==> config.mk <==
export PLATFORM = sky130hd
export DESIGN_NAME = flagcfg_seq
export DESIGN_NICKNAME = d
export VERILOG_FILES = /design/src/rtl/flagcfg_pkg.sv /design/src/rtl/flagcfg_step.sv /design/src/rtl/flagcfg_offreg.sv /design/src/rtl/flagcfg_seq.sv
export SDC_FILE = /design/constraint.sdc
export NUM_CORES = 1
export LEC_CHECK = 0
export ABC_AREA = 1
export BUFFER_PORTS_ARGS = -buffer_cell sky130_fd_sc_hd__buf_2
export CORE_MARGIN = 2
export CORE_UTILIZATION = 37
export CTS_BUF_LIST = sky130_fd_sc_hd__clkbuf_4 sky130_fd_sc_hd__clkbuf_8 sky130_fd_sc_hd__clkbuf_16
export DETAILED_ROUTE_END_ITERATION = 10
export PLACE_DENSITY = 0.84
export SKIP_CTS_REPAIR_TIMING = 1
export SLEW_MARGIN = 0
export SYNTH_ARGS = -nofsm -noshare
export SYNTH_HDL_FRONTEND = slang
export SYNTH_SLANG_ARGS = --single-unit
==> constraint.sdc <==
create_clock -name clk -period 2.45 [get_ports clk]
set_input_delay 0.49 -clock clk [delete_from_list [all_inputs] [get_ports clk]]
set_output_delay 0.49 -clock clk [all_outputs]
set_load 0.05 [all_outputs]
==> src/rtl/flagcfg_pkg.sv <==
package flagcfg_pkg;

    localparam int OFS_W     = 9;
    localparam int OFS_MIN   = 1;
    localparam int OFS_MAX   = 508;
    localparam int NUM_SLOTS = 4;
    localparam int SLOT_W    = $clog2(NUM_SLOTS);

    localparam int PRESET_LOW  = 8;
    localparam int PRESET_MID  = 16;
    localparam int PRESET_HIGH = 64;

    typedef logic [OFS_W-1:0] ofs_t;

    typedef struct packed {
        ofs_t ae;
        ofs_t af;
    } ofs_pair_t;

    typedef enum logic [1:0] {
        SEL_SERIAL = 2'b00,
        SEL_LOW    = 2'b01,
        SEL_MID    = 2'b10,
        SEL_HIGH   = 2'b11
    } sel_e;

    // Setup write order; a slot index is 2*fifo + (1 for almost-empty)
    typedef enum logic [SLOT_W-1:0] {
        SLOT_AF_AB = 2'd0,
        SLOT_AE_AB = 2'd1,
        SLOT_AF_BA = 2'd2,
        SLOT_AE_BA = 2'd3
    } slot_e;

    function automatic ofs_t preset_val(sel_e s);
        case (s)
            SEL_LOW: return ofs_t'(PRESET_LOW);
            SEL_MID: return ofs_t'(PRESET_MID);
            default: return ofs_t'(PRESET_HIGH);
        endcase
    endfunction

    function automatic ofs_t clamp_ofs(ofs_t v);
        if (int'(v) < OFS_MIN) return ofs_t'(OFS_MIN);
        if (int'(v) > OFS_MAX) return ofs_t'(OFS_MAX);
        return v;
    endfunction

endpackage

==> src/rtl/flagcfg_step.sv <==
module flagcfg_step
    import flagcfg_pkg::*;
(
    input  logic                 clk,
    input  logic                 rst_ab,
    input  logic                 rst_ba,
    input  sel_e                 sel,
    input  logic                 wr_stb,
    output logic                 done,
    output logic [NUM_SLOTS-1:0] slot_we
);

    localparam logic [SLOT_W-1:0] LAST_SLOT = SLOT_W'(NUM_SLOTS - 1);

    logic [SLOT_W-1:0] cnt;
    logic              any_rst;
    logic              prog_take;

    assign any_rst   = rst_ab | rst_ba;
    assign prog_take = !done && wr_stb && !any_rst;

    always_ff @(posedge clk) begin
        if (any_rst) begin
            done <= !(rst_ab && rst_ba && sel == SEL_SERIAL);
            cnt  <= '0;
        end else if (prog_take) begin
            cnt <= cnt + 1'b1;
            if (cnt == LAST_SLOT) begin
                done <= 1'b1;
            end
        end
    end

    always_comb begin
        slot_we = '0;
        if (prog_take) begin
            slot_we[cnt] = 1'b1;
        end
    end

endmodule

==> src/rtl/flagcfg_offreg.sv <==
module flagcfg_offreg
    import flagcfg_pkg::*;
(
    input  logic      clk,
    input  logic      rst_fifo,
    input  sel_e      sel,
    input  logic      we_ae,
    input  logic      we_af,
    input  ofs_t      wr_val,
    output ofs_pair_t pair
);

    ofs_t lim_val;
    assign lim_val = clamp_ofs(wr_val);

    always_ff @(posedge clk) begin
        if (rst_fifo) begin
            pair.ae <= preset_val(sel);
            pair.af <= preset_val(sel);
        end else begin
            if (we_ae) pair.ae <= lim_val;
            if (we_af) pair.af <= lim_val;
        end
    end

endmodule

==> src/rtl/flagcfg_seq.sv <==
module flagcfg_seq
    import flagcfg_pkg::*;
#(
    parameter int DATA_W = 36
) (
    input  logic              clk,
    input  logic              rst_ab,
    input  logic              rst_ba,
    input  logic [1:0]        sel,
    input  logic              a_wr_en,
    input  logic [DATA_W-1:0] a_data,
    input  logic              b_wr_en,
    output logic              a_ready,
    output logic              b_ready,
    output logic              fifo_ab_we,
    output logic [DATA_W-1:0] fifo_ab_wdata,
    output logic              fifo_ba_we,
    output logic [OFS_W-1:0]  ae_ab_ofs,
    output logic [OFS_W-1:0]  af_ab_ofs,
    output logic [OFS_W-1:0]  ae_ba_ofs,
    output logic [OFS_W-1:0]  af_ba_ofs
);

    localparam int NUM_FIFO = NUM_SLOTS / 2;

    sel_e                 sel_c;
    logic                 done;
    logic [NUM_SLOTS-1:0] slot_we;
    logic [NUM_FIFO-1:0]  rst_v;
    ofs_pair_t            pairs [NUM_FIFO];
    ofs_t                 wr_val;

    assign sel_c  = sel_e'(sel);
    assign rst_v  = {rst_ba, rst_ab};
    assign wr_val = a_data[OFS_W-1:0];

    assign a_ready = !rst_ab;

    flagcfg_step u_step (
        .clk     (clk),
        .rst_ab  (rst_ab),
        .rst_ba  (rst_ba),
        .sel     (sel_c),
        .wr_stb  (a_wr_en && a_ready),
        .done    (done),
        .slot_we (slot_we)
    );

    for (genvar g = 0; g < NUM_FIFO; g++) begin : g_fifo
        flagcfg_offreg u_reg (
            .clk      (clk),
            .rst_fifo (rst_v[g]),
            .sel      (sel_c),
            .we_ae    (slot_we[2*g+1]),
            .we_af    (slot_we[2*g]),
            .wr_val   (wr_val),
            .pair     (pairs[g])
        );
    end

    assign b_ready       = !rst_ba && done;
    assign fifo_ab_we    = a_wr_en && a_ready && done;
    assign fifo_ab_wdata = a_data;
    assign fifo_ba_we    = b_wr_en && b_ready;

    assign ae_ab_ofs = pairs[0].ae;
    assign af_ab_ofs = pairs[0].af;
    assign ae_ba_ofs = pairs[1].ae;
    assign af_ba_ofs = pairs[1].af;

endmodule

==> run_results.csv, run 1 <==
group,metric,value,unit
timing,fmax,568,MHz
final_layout,nFillCells,485,
timing,max-slew-margin-rel,71.8,%
setup_path,crit_end,"fifo_ba_we",
floorplanning,die_width,74.6,microns
global_routing,grt_usage,12.7,%
cts,clockRootBuffer,"clkbuf_8",
cts,path_clk_slew,70,ps
logic_synthesis,yosys.area_share.simple,11.2,%
setup_path,cp.depth,4,
power,p_leak,0.916,nW
timing,rsz0062_at_grt,"no",
setup_path,timing.rr.start,"u_step.done",
final_layout,ff_latch_area,1150,sq um
final_layout,final_common_cell,"buf_2",
setup_path,path_class,"in -> out",
timing,setup_viol,0,
final_layout,final_cell_area,2060,sq um
global_routing,gr-total-overflow,0,
timing,tightest_slew,423,ps
global_routing,grt_max_degree,16,
setup_path,critical-path-max-stage-delay,260,ps
cts,clkSinkCount,39,
run_status,outcome,"finished, final reports clean",
logic_synthesis,avgSynthCellArea,11.7,sq um
cts,cts_tree,"done",
detailed_routing,drt_iter0_markers,67,
global_routing,antenna_found_initial,0,
global_routing,grt_pass1_vias,1096,
cts,worstSkewPairLatency,280,ps
logic_synthesis,synthAdderAreaFrac,4.75,%
logic_synthesis,mappedNetlistNets,208,
setup_path,critPathArrivalTime,1270,ps
floorplanning,die_area,5560,sq um
detailed_routing,vias_per_cell,4.40,
cts,cts.path.max_buffers,2,
logic_synthesis,yosysWarnings,0,
worst_hold_path,hold_path_class,"reg -> reg",
timing,fin_crit_sh,71.9,%
floorplanning,ioPinCount,119,
timing,whs,538,ps
power,p_per_area,756,nW/um^2
timing,fin_setup_tns,0,ps
setup_path,reg2reg_to,"g_fifo[0].u_reg.pair[5]",
setup_path,endpoint_kind,"primary output",
logic_synthesis,muxShareOfSynthArea,0,%
setup_path,path_buf_inv,3,
setup_path,reg2reg_slack,910,ps
global_routing,grt_pass1_wl,5110,microns
place,place_hpwl,2810,microns
logic_synthesis,synth_top_family_by_area,"buffers and inverters",
timing,fin_crit,1760,ps
setup_path,path_common_cell,"buf_2",
final_layout,antenna_cells,0,
final_layout,multi_input_area,359,sq um
run,cap_violations,0,
final_layout,drive_gt1_share,39.4,%
floorplanning,initial_core_util,38.8,%
timing,fin_skew,6.24,ps
floorplanning,coreArea,4750,sq um
logic_synthesis,synth_xor_area_share,0,%
detailed_routing,drt_wl_total,3490,microns
final_layout,final_nets,242,
final_layout,mostFrequentLayoutCells,"buf_2 (64), edfxtp_1 (37), nand2_1 (20), nor2_1 (20), inv_1 (13)",
final_layout,area_delta_synth_final,11.9,%
detailed_routing,drt-pass1-iter-count,4,
timing,slew_violations,0,
detailed_routing,routedWlPerCell,13.4,microns
logic_synthesis,synth-seq-area-share,62.5,%
logic_synthesis,synth_compound_gate_area_share,3.53,%
setup_path,rr_worst_depth,5,
power,vdd_drop_max,0.262,mV
cts,h-tree-depth,2,
logic_synthesis,synthCells,158,
floorplanning,die_h,74.6,microns
place,portBuffers,64,
place,place_area,1970,sq um
logic_synthesis,synth_cell_types,17,
setup_path,critPathRequiredTime,1960,ps
detailed_routing,ant_nets,0,
setup_path,path_delay_family,"buffers and inverters",
setup_path,critPathMaxFanout,15,
setup_path,startpoint_type,"input pin",
setup_path,crit_slowest_cell,"buf_2",
floorplanning,rows,25,
detailed_routing,vias,1143,
setup_path,startpoint,"rst_ba",
logic_synthesis,netlist_area,1840,sq um
detailed_routing,drc,0,
place,gp_congestion,0.910,
timing,hold_viol,0,
setup_path,crit_chain,"buf_2 -> inv_1 -> and3_1 -> buf_2",
cts,cts_inserted_buffers,5,
logic_synthesis,ys_seq_elements,39,
power breakdown:
part,internal [W],switching (W)
combinational,0.0000615,0.000280
clock,0.000222,0.000200
sequential,0.000785,0.0000123
registers in the layout (all words and copies together) (netlist names):
name               count
u_step.done            1
g_fifo.u_reg.pair     36
u_step.cnt             2
worst register-to-register path, stage by stage, from the launching register on:
cell and delay, ps:
edfxtp_1 420, inv_1 150, nand3_4 120, nor2_4 120, nand2_1 60, nand2_1 320
metal layers:
layer | track usage, % | wire [microns] | share of wire [%]
met2 | 22.0 | 1690 | 48
met5 | 0 | 0 | 0
met3 | 4.34 | 337 | 9.6
met4 | 5.56 | 108 | 3.1
met1 | 14.2 | 1360 | 39
per-stage QoR:
step	setup slack [ps]	total power, W	cells	utilization (%)
2_1_floorplan	457	0.00119	158	-
3_3_place_gp	715	0.00115	252	41.5
3_5_place_dp	676	0.00116	252	41.5
4_1_cts	702	0.00157	260	43.4
5_1_grt	627	0.00162	260	43.4
6_report	689	0.00156	260	43.4
area by class of cell:
type / instances / area share, %
inverter: 14 / 2.55
timing repair buffer: 65 / 15.9
clock inverter: 1 / 0.243
multi-input combinational: 67 / 17.4
sequential: 39 / 55.8
tap: 67 / 4.06
clock buffer: 7 / 4.06
cells in the mapped netlist, drive strengths merged:
cell / count / share of area, %
a21oi: 3 / 0.81
and3: 1 / 0.34
buf: 38 / 15
dfxtp: 2 / 2.2
edfxtp: 37 / 60
ha: 7 / 4.8
inv: 14 / 2.9
nand2: 20 / 4.1
nand3: 3 / 1.5
nor2: 21 / 4.7
nor3: 1 / 0.27
o21ai: 10 / 2.7
or2: 1 / 0.34
kinds of logic after synthesis:
logic type	after synthesis
compound gates	13
fa+ha+maj	7
buf+inv	52
flops	39
simple gates	47
how the worst min path moves through the flow:
| stage | cells past startpoint | start | slack [ps] | endpoint |
|---|---|---|---|---|
| finish | 2 | u_step.cnt[1] | 540 | u_step.cnt[1] |
| global route | 3 | a_wr_en | 560 | u_step.cnt[0] |
| CTS | 2 | u_step.cnt[1] | 540 | u_step.cnt[1] |
| detailed placement | 2 | u_step.cnt[1] | 530 | u_step.cnt[1] |
| global placement | 2 | u_step.cnt[1] | 540 | u_step.cnt[1] |
| floorplan | 2 | u_step.cnt[1] | 490 | u_step.cnt[1] |
Power figures use the tool's default switching activity.
==> run 2: changes to the inputs <==
--- a/config.mk
+++ b/config.mk
@@ -11,7 +11,7 @@
 export CORE_UTILIZATION = 37
 export CTS_BUF_LIST = sky130_fd_sc_hd__clkbuf_4 sky130_fd_sc_hd__clkbuf_8 sky130_fd_sc_hd__clkbuf_16
 export DETAILED_ROUTE_END_ITERATION = 10
-export PLACE_DENSITY = 0.84
+export PLACE_DENSITY = 0.86
 export SKIP_CTS_REPAIR_TIMING = 1
 export SLEW_MARGIN = 0
 export SYNTH_ARGS = -nofsm -noshare
==> constraint.sdc (replaced) <==
create_clock -name clk -period 1.5 [get_ports clk]
set_input_delay 0.3 -clock clk [delete_from_list [all_inputs] [get_ports clk]]
set_output_delay 0.3 -clock clk [all_outputs]
set_load 0.05 [all_outputs]
==> run_results.csv, run 2 (synthesis gave the netlist of run 1 again) <==
group,metric,value,unit
run_status,outcome,"finished, final reports clean",
cts,cts_inserted_buffers,5,
final_layout,top_regs,"g_fifo.u_reg.pair: 36 flops, u_step.cnt: 2 flops, u_step.done: 1 flops",
global_routing,antenna_found_initial,0,
power,p_total,0.00291,W
timing,fin_crit,1400,ps
global_routing,grt.met3_usage,5.96,%
floorplanning,coreArea,4750,sq um
cts,worstSkewPairLatency,290,ps
worst_hold_path,hold_path_class,"in -> reg",
place,gp_congestion,0.809,
timing,hold_viol,0,
timing,tightest_slew,328,ps
timing,fin_setup_tns,0,ps
timing,rsz0062_at_grt,"no",
power,p_leak,0.960,nW
timing,max-slew-margin-rel,77.9,%
setup_path,crit_chain,"inv_1 -> nor2_1 -> buf_2",
setup_path,startpoint,"u_step.done",
setup_path,timing.rr.start,"u_step.done",
cts,cts_tree,"done",
global_routing,grt_max_degree,14,
floorplanning,die_area,5560,sq um
setup_path,startpoint_type,"flop",
final_layout,nFillCells,474,
global_routing,grt_busiest_layer,"met2",
global_routing,grt_pass1_wl,5420,microns
global_routing,met1_usage,13.9,%
cts,h-tree-depth,2,
cts,clkSinkCount,39,
place,place_hpwl,3010,microns
detailed_routing,ant_nets,0,
setup_path,endpoint_kind,"primary output",
global_routing,grt_pass1_vias,1186,
worst_hold_path,worstHoldStart,"rst_ba",
setup_path,crit_slowest_cell,"edfxtp_1",
setup_path,critPathArrivalTime,1100,ps
timing,fin_crit_sh,93.3,%
timing,fmax,714,MHz
setup_path,critPathRequiredTime,1200,ps
power,vdd_drop_max,0.497,mV
place,dp_slack,22.2,ps
cts,cts.path.max_buffers,2,
final_layout,drive_gt1_share,42.9,%
detailed_routing,drt_wl_total,3810,microns
floorplanning,ioPinCount,119,
setup_path,path_buf_inv,2,
power,p_per_area,1340,nW/um^2
floorplanning,die_h,74.6,microns
setup_path,critPathMaxFanout,3,
final_layout,regMostFlops,"g_fifo.u_reg.pair",
global_routing,gr-total-overflow,0,
cts,clockRootBuffer,"clkbuf_8",
floorplanning,initial_core_util,38.8,%
detailed_routing,vias_per_cell,4.51,
timing,slew_violations,0,
detailed_routing,routedWlPerCell,14.4,microns
detailed_routing,vias,1195,
floorplanning,die_width,74.6,microns
setup_path,path_class,"reg -> out",
detailed_routing,drc,0,
timing,fin_skew,10.2,ps
timing,setup_viol,0,
floorplanning,rows,25,
setup_path,path_delay_family,"buffers and inverters",
final_layout,postLayoutCoreUtil,45.7,%
final_layout,final_common_cell,"buf_2",
timing,setup_slack,100,ps
final_layout,mostFrequentLayoutCells,"buf_2 (64), edfxtp_1 (37), nor2_1 (19)",
run,cap_violations,0,
place,portBuffers,64,
detailed_routing,drt_iter0_markers,89,
final_layout,largest_reg_flops,36,
final_layout,area_delta_synth_final,17.9,%
global_routing,grt_usage,13.7,%
setup_path,critical-path-max-stage-delay,350,ps
global_routing,met2_usage,23.5,%
final_layout,final_nets,247,
detailed_routing,drt-pass1-iter-count,4,
final_layout,antenna_cells,0,
cts,path_clk_slew,80,ps
-- run 2: changes by cell type in the layout (fill, tap and decap cells not counted), moves of 2 or more --
cell,change
buf_4,+4
nand2_1,-2
clkbuf_4,-2
nand2_2,+2
bufinv_16,+2
-- run 2: worst paths after layout --
kind / end / slack [ps] / cells after the start
min: u_step.cnt[1] / 360 / 4
min reg2reg: u_step.cnt[1] / 540 / 2
max: b_ready / 100 / 3
max reg2reg: g_fifo[1].u_reg.pair[11] / 130 / 5
-- run 2: area by class of cell --
type,instances,area (sq um),share of cell area [%]
Clock inverter,3,67.6,3.11
Multi-Input combinational cell,67,370,17.1
Inverter,14,52.6,2.42
Sequential cell,39,1150,53.0
Clock buffer,5,68.8,3.17
Timing Repair Buffer,70,378,17.4
Tap cell,67,83.8,3.86
-- run 2: stage by stage --
step                      std cells  area [sq um]  hold slack [ps]
after floorplan                 158          1850              476
after global placement          257          2030              524
after detailed placement        257          2030              525
after CTS                       265          2170              351
after global routing            265          2170              382
final                           265          2170              356
-- run 2: where the power goes --
group / switching [W] / internal (W) / leakage [nW] / total (W)
clock network: 0.000366 / 0.000663 / 0.0644 / 0.00103
logic: 0.000464 / 0.000113 / 0.514 / 0.000578
registers: 0.0000207 / 0.00128 / 0.381 / 0.00130
-- run 2: routing by layer --
metal	up-vias	wire length, microns
li1	558	-
met1	547	1400
met2	74	1950
met3	16	367
met4	0	96
met5	-	0
-- run 2: worst register-to-register path: stages, from the launching register on --
cell and delay [ps]:
edfxtp_1 390, inv_1 150, nand3_4 100, buf_4 160
o21ai_2 100, buf_4 190
